===== src/rtl/ts_rebuild_pkg.sv =====
package ts_rebuild_pkg;

  // How the merge stage formed the result
  typedef enum logic [1:0] {
    MK_SPLICE = 2'd0,  // no wrap between event and sample
    MK_BORROW = 2'd1,  // one wrap removed from the upper part
    MK_FLOOR  = 2'd2   // wrap needed but upper part is zero
  } merge_kind_e;

endpackage


===== src/rtl/ts_rst_sync.sv =====
module ts_rst_sync (
  input  logic clk,
  input  logic rst_n,
  output logic rst_n_sync
);

  logic [1:0] sync_q;

  always_ff @(posedge clk or negedge rst_n) begin
    if (!rst_n) sync_q <= 2'b00;
    else        sync_q <= {sync_q[0], 1'b1};
  end

  assign rst_n_sync = sync_q[1];

endmodule


===== src/rtl/ts_pair_hold.sv =====
module ts_pair_hold #(
  parameter int PART_W = 24,
  parameter int TS_W   = 64
) (
  input  logic              clk,
  input  logic              rst_n,
  input  logic              part_vld,
  input  logic [PART_W-1:0] part_ts,
  input  logic              smp_vld,
  input  logic [TS_W-1:0]   smp_ts,
  output logic              pair_vld,
  output logic [PART_W-1:0] pair_part,
  output logic [TS_W-1:0]   pair_smp,
  output logic              ovr
);

  logic              part_pend_q, part_pend_d;
  logic [PART_W-1:0] part_q;
  logic              smp_pend_q, smp_pend_d;
  logic [TS_W-1:0]   smp_q;
  logic              pair_vld_q, pair_vld_d;
  logic [PART_W-1:0] pair_part_q, pair_part_d;
  logic [TS_W-1:0]   pair_smp_q, pair_smp_d;
  logic              ovr_q, ovr_d;
  logic              have_part, have_smp, fire;

  // next-state
  always_comb begin
    have_part   = part_vld | part_pend_q;
    have_smp    = smp_vld | smp_pend_q;
    fire        = have_part & have_smp;
    part_pend_d = have_part & ~fire;
    smp_pend_d  = have_smp & ~fire;
    pair_vld_d  = fire;
    pair_part_d = part_vld ? part_ts : part_q;
    pair_smp_d  = smp_vld ? smp_ts : smp_q;
    ovr_d       = part_vld & part_pend_q;
  end

  // control registers
  always_ff @(posedge clk or negedge rst_n) begin
    if (!rst_n) begin
      part_pend_q <= 1'b0;
      smp_pend_q  <= 1'b0;
      pair_vld_q  <= 1'b0;
      ovr_q       <= 1'b0;
    end else begin
      part_pend_q <= part_pend_d;
      smp_pend_q  <= smp_pend_d;
      pair_vld_q  <= pair_vld_d;
      ovr_q       <= ovr_d;
    end
  end

  // data registers with clock enables
  always_ff @(posedge clk or negedge rst_n) begin
    if (!rst_n) begin
      part_q      <= '0;
      smp_q       <= '0;
      pair_part_q <= '0;
      pair_smp_q  <= '0;
    end else begin
      if (part_vld) part_q <= part_ts;
      if (smp_vld)  smp_q  <= smp_ts;
      if (fire) begin
        pair_part_q <= pair_part_d;
        pair_smp_q  <= pair_smp_d;
      end
    end
  end

  assign pair_vld  = pair_vld_q;
  assign pair_part = pair_part_q;
  assign pair_smp  = pair_smp_q;
  assign ovr       = ovr_q;

  AST_PAIR_NEEDS_INPUTS: assert property (@(posedge clk) disable iff (!rst_n)
    pair_vld_q |-> ($past(part_vld) || $past(part_pend_q)) && ($past(smp_vld) || $past(smp_pend_q)));
  AST_OVR_ONLY_ON_PENDING: assert property (@(posedge clk) disable iff (!rst_n)
    ovr_q |-> $past(part_vld) && $past(part_pend_q));
  AST_PAIR_USES_NEW_PART: assert property (@(posedge clk) disable iff (!rst_n)
    pair_vld_q && $past(part_vld) |-> pair_part_q == $past(part_ts));
  AST_PAIR_USES_NEW_SMP: assert property (@(posedge clk) disable iff (!rst_n)
    pair_vld_q && $past(smp_vld) |-> pair_smp_q == $past(smp_ts));

endmodule


===== src/rtl/ts_merge.sv =====
module ts_merge
  import ts_rebuild_pkg::*;
#(
  parameter int PART_W = 24,
  parameter int TS_W   = 64
) (
  input  logic              clk,
  input  logic              rst_n,
  input  logic              pair_vld,
  input  logic [PART_W-1:0] pair_part,
  input  logic [TS_W-1:0]   pair_smp,
  output logic              res_vld,
  output logic [TS_W-1:0]   res_ts,
  output logic              res_clamped
);

  localparam int UP_W = TS_W - PART_W;

  logic [UP_W-1:0]   upper;
  logic [PART_W-1:0] low;
  merge_kind_e       kind;
  logic [TS_W-1:0]   res_d, res_q;
  logic              clamp_d, clamp_q;
  logic              vld_q;

  // next-state
  always_comb begin
    upper = pair_smp[TS_W-1:PART_W];
    low   = pair_smp[PART_W-1:0];
    if (pair_part <= low)    kind = MK_SPLICE;
    else if (upper != '0)    kind = MK_BORROW;
    else                     kind = MK_FLOOR;
    case (kind)
      MK_SPLICE: res_d = {upper, pair_part};
      MK_BORROW: res_d = {upper - UP_W'(1), pair_part};
      default:   res_d = '0;
    endcase
    clamp_d = (kind == MK_FLOOR);
  end

  always_ff @(posedge clk or negedge rst_n) begin
    if (!rst_n) begin
      vld_q   <= 1'b0;
      res_q   <= '0;
      clamp_q <= 1'b0;
    end else begin
      vld_q <= pair_vld;
      if (pair_vld) begin
        res_q   <= res_d;
        clamp_q <= clamp_d;
      end
    end
  end

  assign res_vld     = vld_q;
  assign res_ts      = res_q;
  assign res_clamped = clamp_q;

  AST_IDLE_IN_RESET: assert property (@(posedge clk)
    !rst_n |-> !vld_q && !clamp_q);
  AST_FOLLOWS_PAIR: assert property (@(posedge clk) disable iff (!rst_n)
    vld_q |-> $past(pair_vld));
  AST_LOW_FROM_PART: assert property (@(posedge clk) disable iff (!rst_n)
    vld_q && !clamp_q |-> res_q[PART_W-1:0] == $past(pair_part));
  AST_NOT_AFTER_SAMPLE: assert property (@(posedge clk) disable iff (!rst_n)
    vld_q |-> res_q <= $past(pair_smp));
  AST_FLOOR_IS_ZERO: assert property (@(posedge clk) disable iff (!rst_n)
    vld_q && clamp_q |-> res_q == '0);

endmodule


===== src/rtl/ts_rebuild.sv =====
module ts_rebuild #(
  parameter int PART_W = 24,
  parameter int TS_W   = 64
) (
  input  logic              clk,
  input  logic              rst_n,
  input  logic              part_vld,
  input  logic [PART_W-1:0] part_ts,
  input  logic              smp_vld,
  input  logic [TS_W-1:0]   smp_ts,
  output logic              out_vld,
  output logic [TS_W-1:0]   out_ts,
  output logic              out_clamped,
  output logic              overrun
);

  logic              rst_n_i;
  logic              pair_vld;
  logic [PART_W-1:0] pair_part;
  logic [TS_W-1:0]   pair_smp;

  ts_rst_sync i_rst_sync (
    .clk        (clk),
    .rst_n      (rst_n),
    .rst_n_sync (rst_n_i)
  );

  ts_pair_hold #(.PART_W(PART_W), .TS_W(TS_W)) i_hold (
    .clk       (clk),
    .rst_n     (rst_n_i),
    .part_vld  (part_vld),
    .part_ts   (part_ts),
    .smp_vld   (smp_vld),
    .smp_ts    (smp_ts),
    .pair_vld  (pair_vld),
    .pair_part (pair_part),
    .pair_smp  (pair_smp),
    .ovr       (overrun)
  );

  ts_merge #(.PART_W(PART_W), .TS_W(TS_W)) i_merge (
    .clk         (clk),
    .rst_n       (rst_n_i),
    .pair_vld    (pair_vld),
    .pair_part   (pair_part),
    .pair_smp    (pair_smp),
    .res_vld     (out_vld),
    .res_ts      (out_ts),
    .res_clamped (out_clamped)
  );

  AST_OVR_QUIET_IN_RESET: assert property (@(posedge clk)
    !rst_n_i |-> !overrun);

endmodule


===== config.mk =====
export PLATFORM = sky130hd
export DESIGN_NAME = ts_rebuild
export DESIGN_NICKNAME = d
export VERILOG_FILES = /design/src/rtl/ts_rebuild_pkg.sv /design/src/rtl/ts_rst_sync.sv /design/src/rtl/ts_pair_hold.sv /design/src/rtl/ts_merge.sv /design/src/rtl/ts_rebuild.sv
export SDC_FILE = /design/constraint.sdc
export NUM_CORES = 1
export LEC_CHECK = 0
export BUFFER_PORTS_ARGS = -buffer_cell sky130_fd_sc_hd__buf_2
export CORE_ASPECT_RATIO = 1.2
export CORE_UTILIZATION = 30
export CTS_CLUSTER_DIAMETER = 30
export DETAILED_ROUTE_END_ITERATION = 6
export PLACE_DENSITY = 0.55
export SYNTH_ARGS = -nofsm -noshare
export SYNTH_HDL_FRONTEND = slang
export SYNTH_SLANG_ARGS = --single-unit

===== constraint.sdc =====
create_clock -name clk -period 15.4 [get_ports clk]
set_input_delay 3.08 -clock clk [delete_from_list [all_inputs] [get_ports clk]]
set_output_delay 3.08 -clock clk [all_outputs]
set_load 0.02 [all_outputs]

Word level (Yosys, flattened, before mapping)
Index checks and enable logic that the tools add are counted.
{ "totals": {"regBits": 248, "inputBits": 92, "output_inout_bits": 67, "elab_cells": 30} }
{ "classes": {"n_addsub": 1, "order_cmp": 1, "n_eq_ne": 2, "muxes": 5, "n_bitwise": 7, "reduce_logical": 2} }
{ "op_table": {"columns": ["operator", "n"], "rows": [
  ["one-hot mux 64 bit (2 select lines)", 1],
  ["2-to-1 mux 64 bit", 1],
  ["nonzero test 40 bit", 1],
  ["subtractor 40 x 1 -> 40 bit (second input constant)", 1],
  ["<= comparator 24 bit", 1],
  ["2-to-1 mux 24 bit", 1],
  ["AND 1 bit", 4],
  ["2-to-1 mux 2 bit", 2],
  ["equality test 2 x 1 -> 1 bit (second input constant)", 1],
  ["equality test 2 bit (second input constant)", 1],
  ["logical NOT 2 bit", 1],
  ["bitwise OR 1 bit", 2],
  ["NOT 1 bit", 1]
]} }

Logic depth before layout (Yosys ltp)
{ "depth": {"ltp_word": 5, "ltp_mapped": 11, "depth_no_buf": 9} }

Modules after synthesis
A second synthesis with hierarchy kept.
{ "hier_totals": {"hier_cells": 803, "hier_area_um2": 10742.8} }
{ "by_module_without_submodules": {"columns": ["mod", "n_inst", "cells_per_inst", "area_each_um2", "seq_area_each_um2"], "rows": [
  ["ts_pair_hold", 1, 381, 6670.1, 4504.3],
  ["ts_merge", 1, 419, 4018.9, 1651.6],
  ["ts_rst_sync", 1, 3, 53.8, 50.0]
]} }

Worst setup path before layout
No wires, ideal clock.
{ "synth_timing": {"kind": "input to register", "from": "input part_vld", "to": "register i_hold.pair_part_q[10], in the netlist i_hold.pair_part[10]", "setup_ns": 0.125, "t_arrival_ns": 4.498, "t_required_ns": 15.275, "slack_ns": 10.777, "cell_stages": 5, "n_path_buf": 3, "path_cell_list": "clkbuf_1 o22ai_1 clkbuf_1 clkbuf_1 mux2_2"} }
{ "synth_between": {"elab_chain_len": 2, "word_cells_on_any_way": 3, "cone_classes": "mux: 1; bitwise: 2"} }
{ "synth_rtl": {"columns": ["element", "line", "source"], "rows": [
  ["start, declared", "ts_rebuild.sv:7", "input logic part_vld,"],
  ["bitwise OR 1 bit", "ts_pair_hold.sv:29", "have_part = part_vld | part_pend_q;"],
  ["AND 1 bit", "ts_pair_hold.sv:31", "fire = have_part & have_smp;"],
  ["end signal, assigned", "ts_pair_hold.sv:66", "pair_part_q <= pair_part_d;"],
  ["end, declared", "ts_pair_hold.sv:22", "logic [PART_W-1:0] pair_part_q, pair_part_d;"]
]} }
Parallel ways exist; a longest one is shown, timed or not.
A chain may end at the register's enable or synchronous reset.

Final worst setup path
{ "layout_timing": {"from": "input smp_vld", "to": "register i_hold.pair_smp_q[27], in the netlist i_hold.pair_smp[27]"} }
{ "layout_between": {"elab_chain_len": 2, "word_cells_on_any_way": 3, "cone_classes": "mux: 1; bitwise: 2"} }
{ "layout_rtl": {"columns": ["element", "line", "source"], "rows": [
  ["start, declared", "ts_rebuild.sv:9", "input logic smp_vld,"],
  ["bitwise OR 1 bit", "ts_pair_hold.sv:30", "have_smp = smp_vld | smp_pend_q;"],
  ["AND 1 bit", "ts_pair_hold.sv:31", null],
  ["end signal, assigned", "ts_pair_hold.sv:67", "pair_smp_q <= pair_smp_d;"],
  ["end, declared", "ts_pair_hold.sv:23", "logic [TS_W-1:0] pair_smp_q, pair_smp_d;"]
]} }
Parallel ways exist; a longest one is shown, timed or not.

==> flow_metrics.tcl <==
set metrics [dict create \
    status "complete, no violations" \
    timing.critical_path.to_type "flop" \
    grt-ovfl-total 0 \
    synth-edff-count 0 \
    inserted_clock_buffers 58 \
    grtUsageTotal_pct 15.6 \
    vias_in_the_first_global_route 7833 \
    fraction_of_synthesis_flops_using_an_asynchronous_set_or_reset_pin_pct 100 \
    crit_end "i_hold.pair_smp[27]$_DFFE_PN0P_" \
    drtAntennaViolNets 0 \
    synth_cell_type_count 58 \
    layout_area_growth_over_synthesis_pct 31.3 \
    hpwl_um 18500 \
    num_rows 75 \
    path_delay_family "buffers and inverters" \
    floorplan.io_pins 159 \
    p_clk_share_pct 49.9 \
    h_tree_levels 2 \
    fin_total_pwr_mw 2.56 \
    totalNegativeSetupSlack_ns 0 \
    netlist_area_um2 10700 \
    grt_pass1_wl_um 44300 \
    coreArea_um2 35000 \
    period_share_pct 28.9 \
    finalWeightedCongestion 0.851 \
    drcViolationCount 0 \
    placement.io_buffers 158 \
    power_density_nw_per_um2 182 \
    setup_viol 0 \
    die_height_um 209 \
    mostFrequentLayoutCells "sky130_fd_sc_hd__dfrtp_1, sky130_fd_sc_hd__buf_2, sky130_fd_sc_hd__mux2_2" \
    worstSkewPairLatency_ns 0.56 \
    grt_start_max_net_pins 79 \
    crit_path_frequent_cell "sky130_fd_sc_hd__buf_4" \
    diodes 0 \
    post_drt_via_cell_ratio 4.80 \
    ctsResizeCount 0 \
    layout.nets 1179 \
    cts_tree "built" \
    detailedRoute.firstIterationViolations 454 \
    max_slew_margin_pct 33.8 \
    mapped_avg_cell_area_um2 12.1 \
    bufs_on_longest_clock_path 3 \
    clock-sinks 248 \
    dr.pass1.iters 7 \
    comb_power_share_pct 16.6 \
    switching_share_of_power_pct 27.8 \
    unrepaired_setup_endpoints_after_global_routing "false" \
    power.sequential.fraction_pct 33.6 \
    critical_path.startpoint "smp_vld" \
    clock_tree.root_cell "sky130_fd_sc_hd__clkbuf_16" \
    reg2reg_setup_slack_ns 11.78 \
    netlist_instances 883 \
    final_hold_viol_count 0 \
    ff2ff_path_depth 8 \
    least_margin_pin_slew_ns 0.993 \
    timing_worst_setup_path_type "primary input to flop" \
    floorplan.initialDensity_pct 30.5 \
    timing.critical_path.cells "buf_4, o22ai_4, buf_4, mux2_2" \
    final_period_minus_worst_setup_slack_ns 4.45 \
    r2r-end "i_merge.res_ts[39]$_DFFE_PN0P_" \
    maxCapViolations 0 \
    path_depth 4 \
    die_width_um 174 \
    clock-skew-final_ns 0.0266 \
    leakage_nw 6.24 \
    pint_mw 1.85 \
    path_buf_inv 2 \
    achievable-frequency_ghz 0.225 \
    cts_setup_buffers 0 \
    synth-seq-cells 248 \
    wl_per_cell_um 17.6 \
    cts.clk_slew.worst_paths_ns 0.04 \
    mostFrequentLayoutCell "sky130_fd_sc_hd__dfrtp_1" \
    route.final.wire_length_um 27700 \
    timing.critical_path.from_type "primary input" \
    antenna_found_initial 1 \
    regToRegStartpoint "i_hold.pair_part[23]$_DFFE_PN0P_" \
    yosysSeqAreaShare_pct 58.1 \
    critical_path_peak_fanout 67 \
    pins_over_slew_limit 0 \
    hold_buffers 0 \
    hp-class "flop to asynchronous set/reset pin" \
    syn_nets 1000 \
    crit_required_ns 15.83 \
    drive_gt1_share_pct 39.2 \
    cpMaxStageDelayCell "sky130_fd_sc_hd__buf_4" \
    synth_ff_type "sky130_fd_sc_hd__dfrtp_1" \
    synth.yosys.warnings 0 \
    vdd_ir_drop_max_mv 0.0906 \
    power.net_switching_uw 711 \
    critical_path.max_stage_delay_ns 0.65 \
    worst-endpoint-arrival_ns 4.88 \
    vias 7529 \
    die-area_um2 36400 \
]
through the flow:
stage               instances  setup slack (ns)  area, um2  utilization (%)  hold slack [ns]
floorplan                 883              7.98      10700                -            0.331
global placement         1464             10.44      11900             34.1            0.340
detailed placement       1464             10.41      11900             34.1            0.337
CTS                      1569             10.98      14000             40.1            0.330
global route             1569             10.87      14000             40.1            0.353
finish                   1569             10.95      14000             40.1            0.309
cell usage after synthesis (3+ instances only):
| master | instances | area (um2) |
|---|---|---|
| sky130_fd_sc_hd__a21oi_1 | 59 | 295 |
| sky130_fd_sc_hd__o22ai_1 | 4 | 25.0 |
| sky130_fd_sc_hd__nand2_1 | 32 | 120 |
| sky130_fd_sc_hd__dfrtp_1 | 248 | 6210 |
| sky130_fd_sc_hd__o211ai_1 | 3 | 22.5 |
| sky130_fd_sc_hd__nor2b_1 | 3 | 18.8 |
| sky130_fd_sc_hd__nor2_1 | 71 | 267 |
| sky130_fd_sc_hd__nand4_1 | 6 | 37.5 |
| sky130_fd_sc_hd__nand4b_1 | 4 | 35.0 |
| sky130_fd_sc_hd__or2_2 | 4 | 25.0 |
| sky130_fd_sc_hd__mux2_2 | 147 | 1660 |
| sky130_fd_sc_hd__mux2i_1 | 3 | 30.0 |
| sky130_fd_sc_hd__a31oi_1 | 19 | 119 |
| sky130_fd_sc_hd__o21ai_0 | 27 | 135 |
| sky130_fd_sc_hd__inv_1 | 36 | 135 |
| sky130_fd_sc_hd__a22o_1 | 29 | 254 |
| sky130_fd_sc_hd__ha_1 | 25 | 313 |
| sky130_fd_sc_hd__or3_1 | 12 | 75.1 |
| sky130_fd_sc_hd__buf_2 | 6 | 30.0 |
| sky130_fd_sc_hd__nor4_1 | 6 | 37.5 |
| sky130_fd_sc_hd__nand3_1 | 19 | 95.1 |
| sky130_fd_sc_hd__nor3_1 | 25 | 125 |
| sky130_fd_sc_hd__xnor2_1 | 4 | 35.0 |
| sky130_fd_sc_hd__clkbuf_1 | 32 | 120 |
| sky130_fd_sc_hd__buf_1 | 8 | 30.0 |
| sky130_fd_sc_hd__or4_1 | 12 | 90.1 |
kinds of logic (layout without fill, tap and decap cells):
group                    Yosys count  count (layout)  synth area share, %
buffers and inverters             83             307                 3.02
multiplexers                     150             150                 15.8
AO/OA/AOI/OAI                    163             163                 9.83
XOR/XNOR                           5               5                0.410
other                              1               1               0.0351
adder cells (fa/ha/maj)           25              25                 2.93
AND/OR/NAND/NOR                  208             208                 9.93
flip-flops                       248             248                 58.1
registers in the layout, summed over array words and instances, names as in the netlist:
name and count:
i_hold.smp_q 64, i_hold.pair_vld 1, i_merge.res_ts 64, i_hold.ovr 1, i_hold.pair_smp 64, i_hold.part_q 24
i_merge.res_clamped 1, i_hold.part_pend_q 1, i_merge.res_vld 1, i_rst_sync.sync_q 2, i_hold.smp_pend_q 1, i_hold.pair_part 24
worst min-delay path by stage:
| stage | depth (start not counted) | end | start |
|---|---|---|---|
| after floorplan | 0 | i_rst_sync.sync_q[1]$_DFF_PN0_ | i_rst_sync.sync_q[0]$_DFF_PN0_ |
| after global placement | 0 | i_rst_sync.sync_q[1]$_DFF_PN0_ | i_rst_sync.sync_q[0]$_DFF_PN0_ |
| after detailed placement | 0 | i_rst_sync.sync_q[1]$_DFF_PN0_ | i_rst_sync.sync_q[0]$_DFF_PN0_ |
| after CTS | 0 | i_merge.res_ts[45]$_DFFE_PN0P_ | i_rst_sync.sync_q[1]$_DFF_PN0_ |
| after global routing | 0 | i_rst_sync.sync_q[1]$_DFF_PN0_ | i_rst_sync.sync_q[0]$_DFF_PN0_ |
| final | 0 | i_hold.pair_smp[41]$_DFFE_PN0P_ | i_rst_sync.sync_q[1]$_DFF_PN0_ |
layer usage:
| metal | GRT usage (%) | share of wire (%) | up-vias |
|---|---|---|---|
| met3 | 3.09 | 5.5 | 48 |
| met4 | 4.54 | 1.9 | 2 |
| li1 | - | - | 3574 |
| met2 | 25.4 | 47 | 252 |
| met1 | 20.9 | 45 | 3653 |
| met5 | 0 | 0.033 | - |
power groups by stage:
stage | combinational (mW) | clock (mW) | sequential, mW
after global routing | 0.470 | 1.33 | 0.875
after floorplan | 0.235 | 0 | 0.903
after detailed placement | 0.430 | 0 | 0.866
after CTS | 0.433 | 1.30 | 0.858
final | 0.425 | 1.28 | 0.859
after global placement | 0.423 | 0 | 0.865
area by class of cell:
type / count / area [um2]
flip-flops and latches: 248 / 6210
clock inverters: 31 / 448
inverters: 36 / 135
fillers: 3373 / 21000
clock buffers: 74 / 1630
well taps: 462 / 578
multi-input cells: 552 / 4170
repair buffers: 166 / 853
No activity file was read; power rests on OpenSTA's default activity.
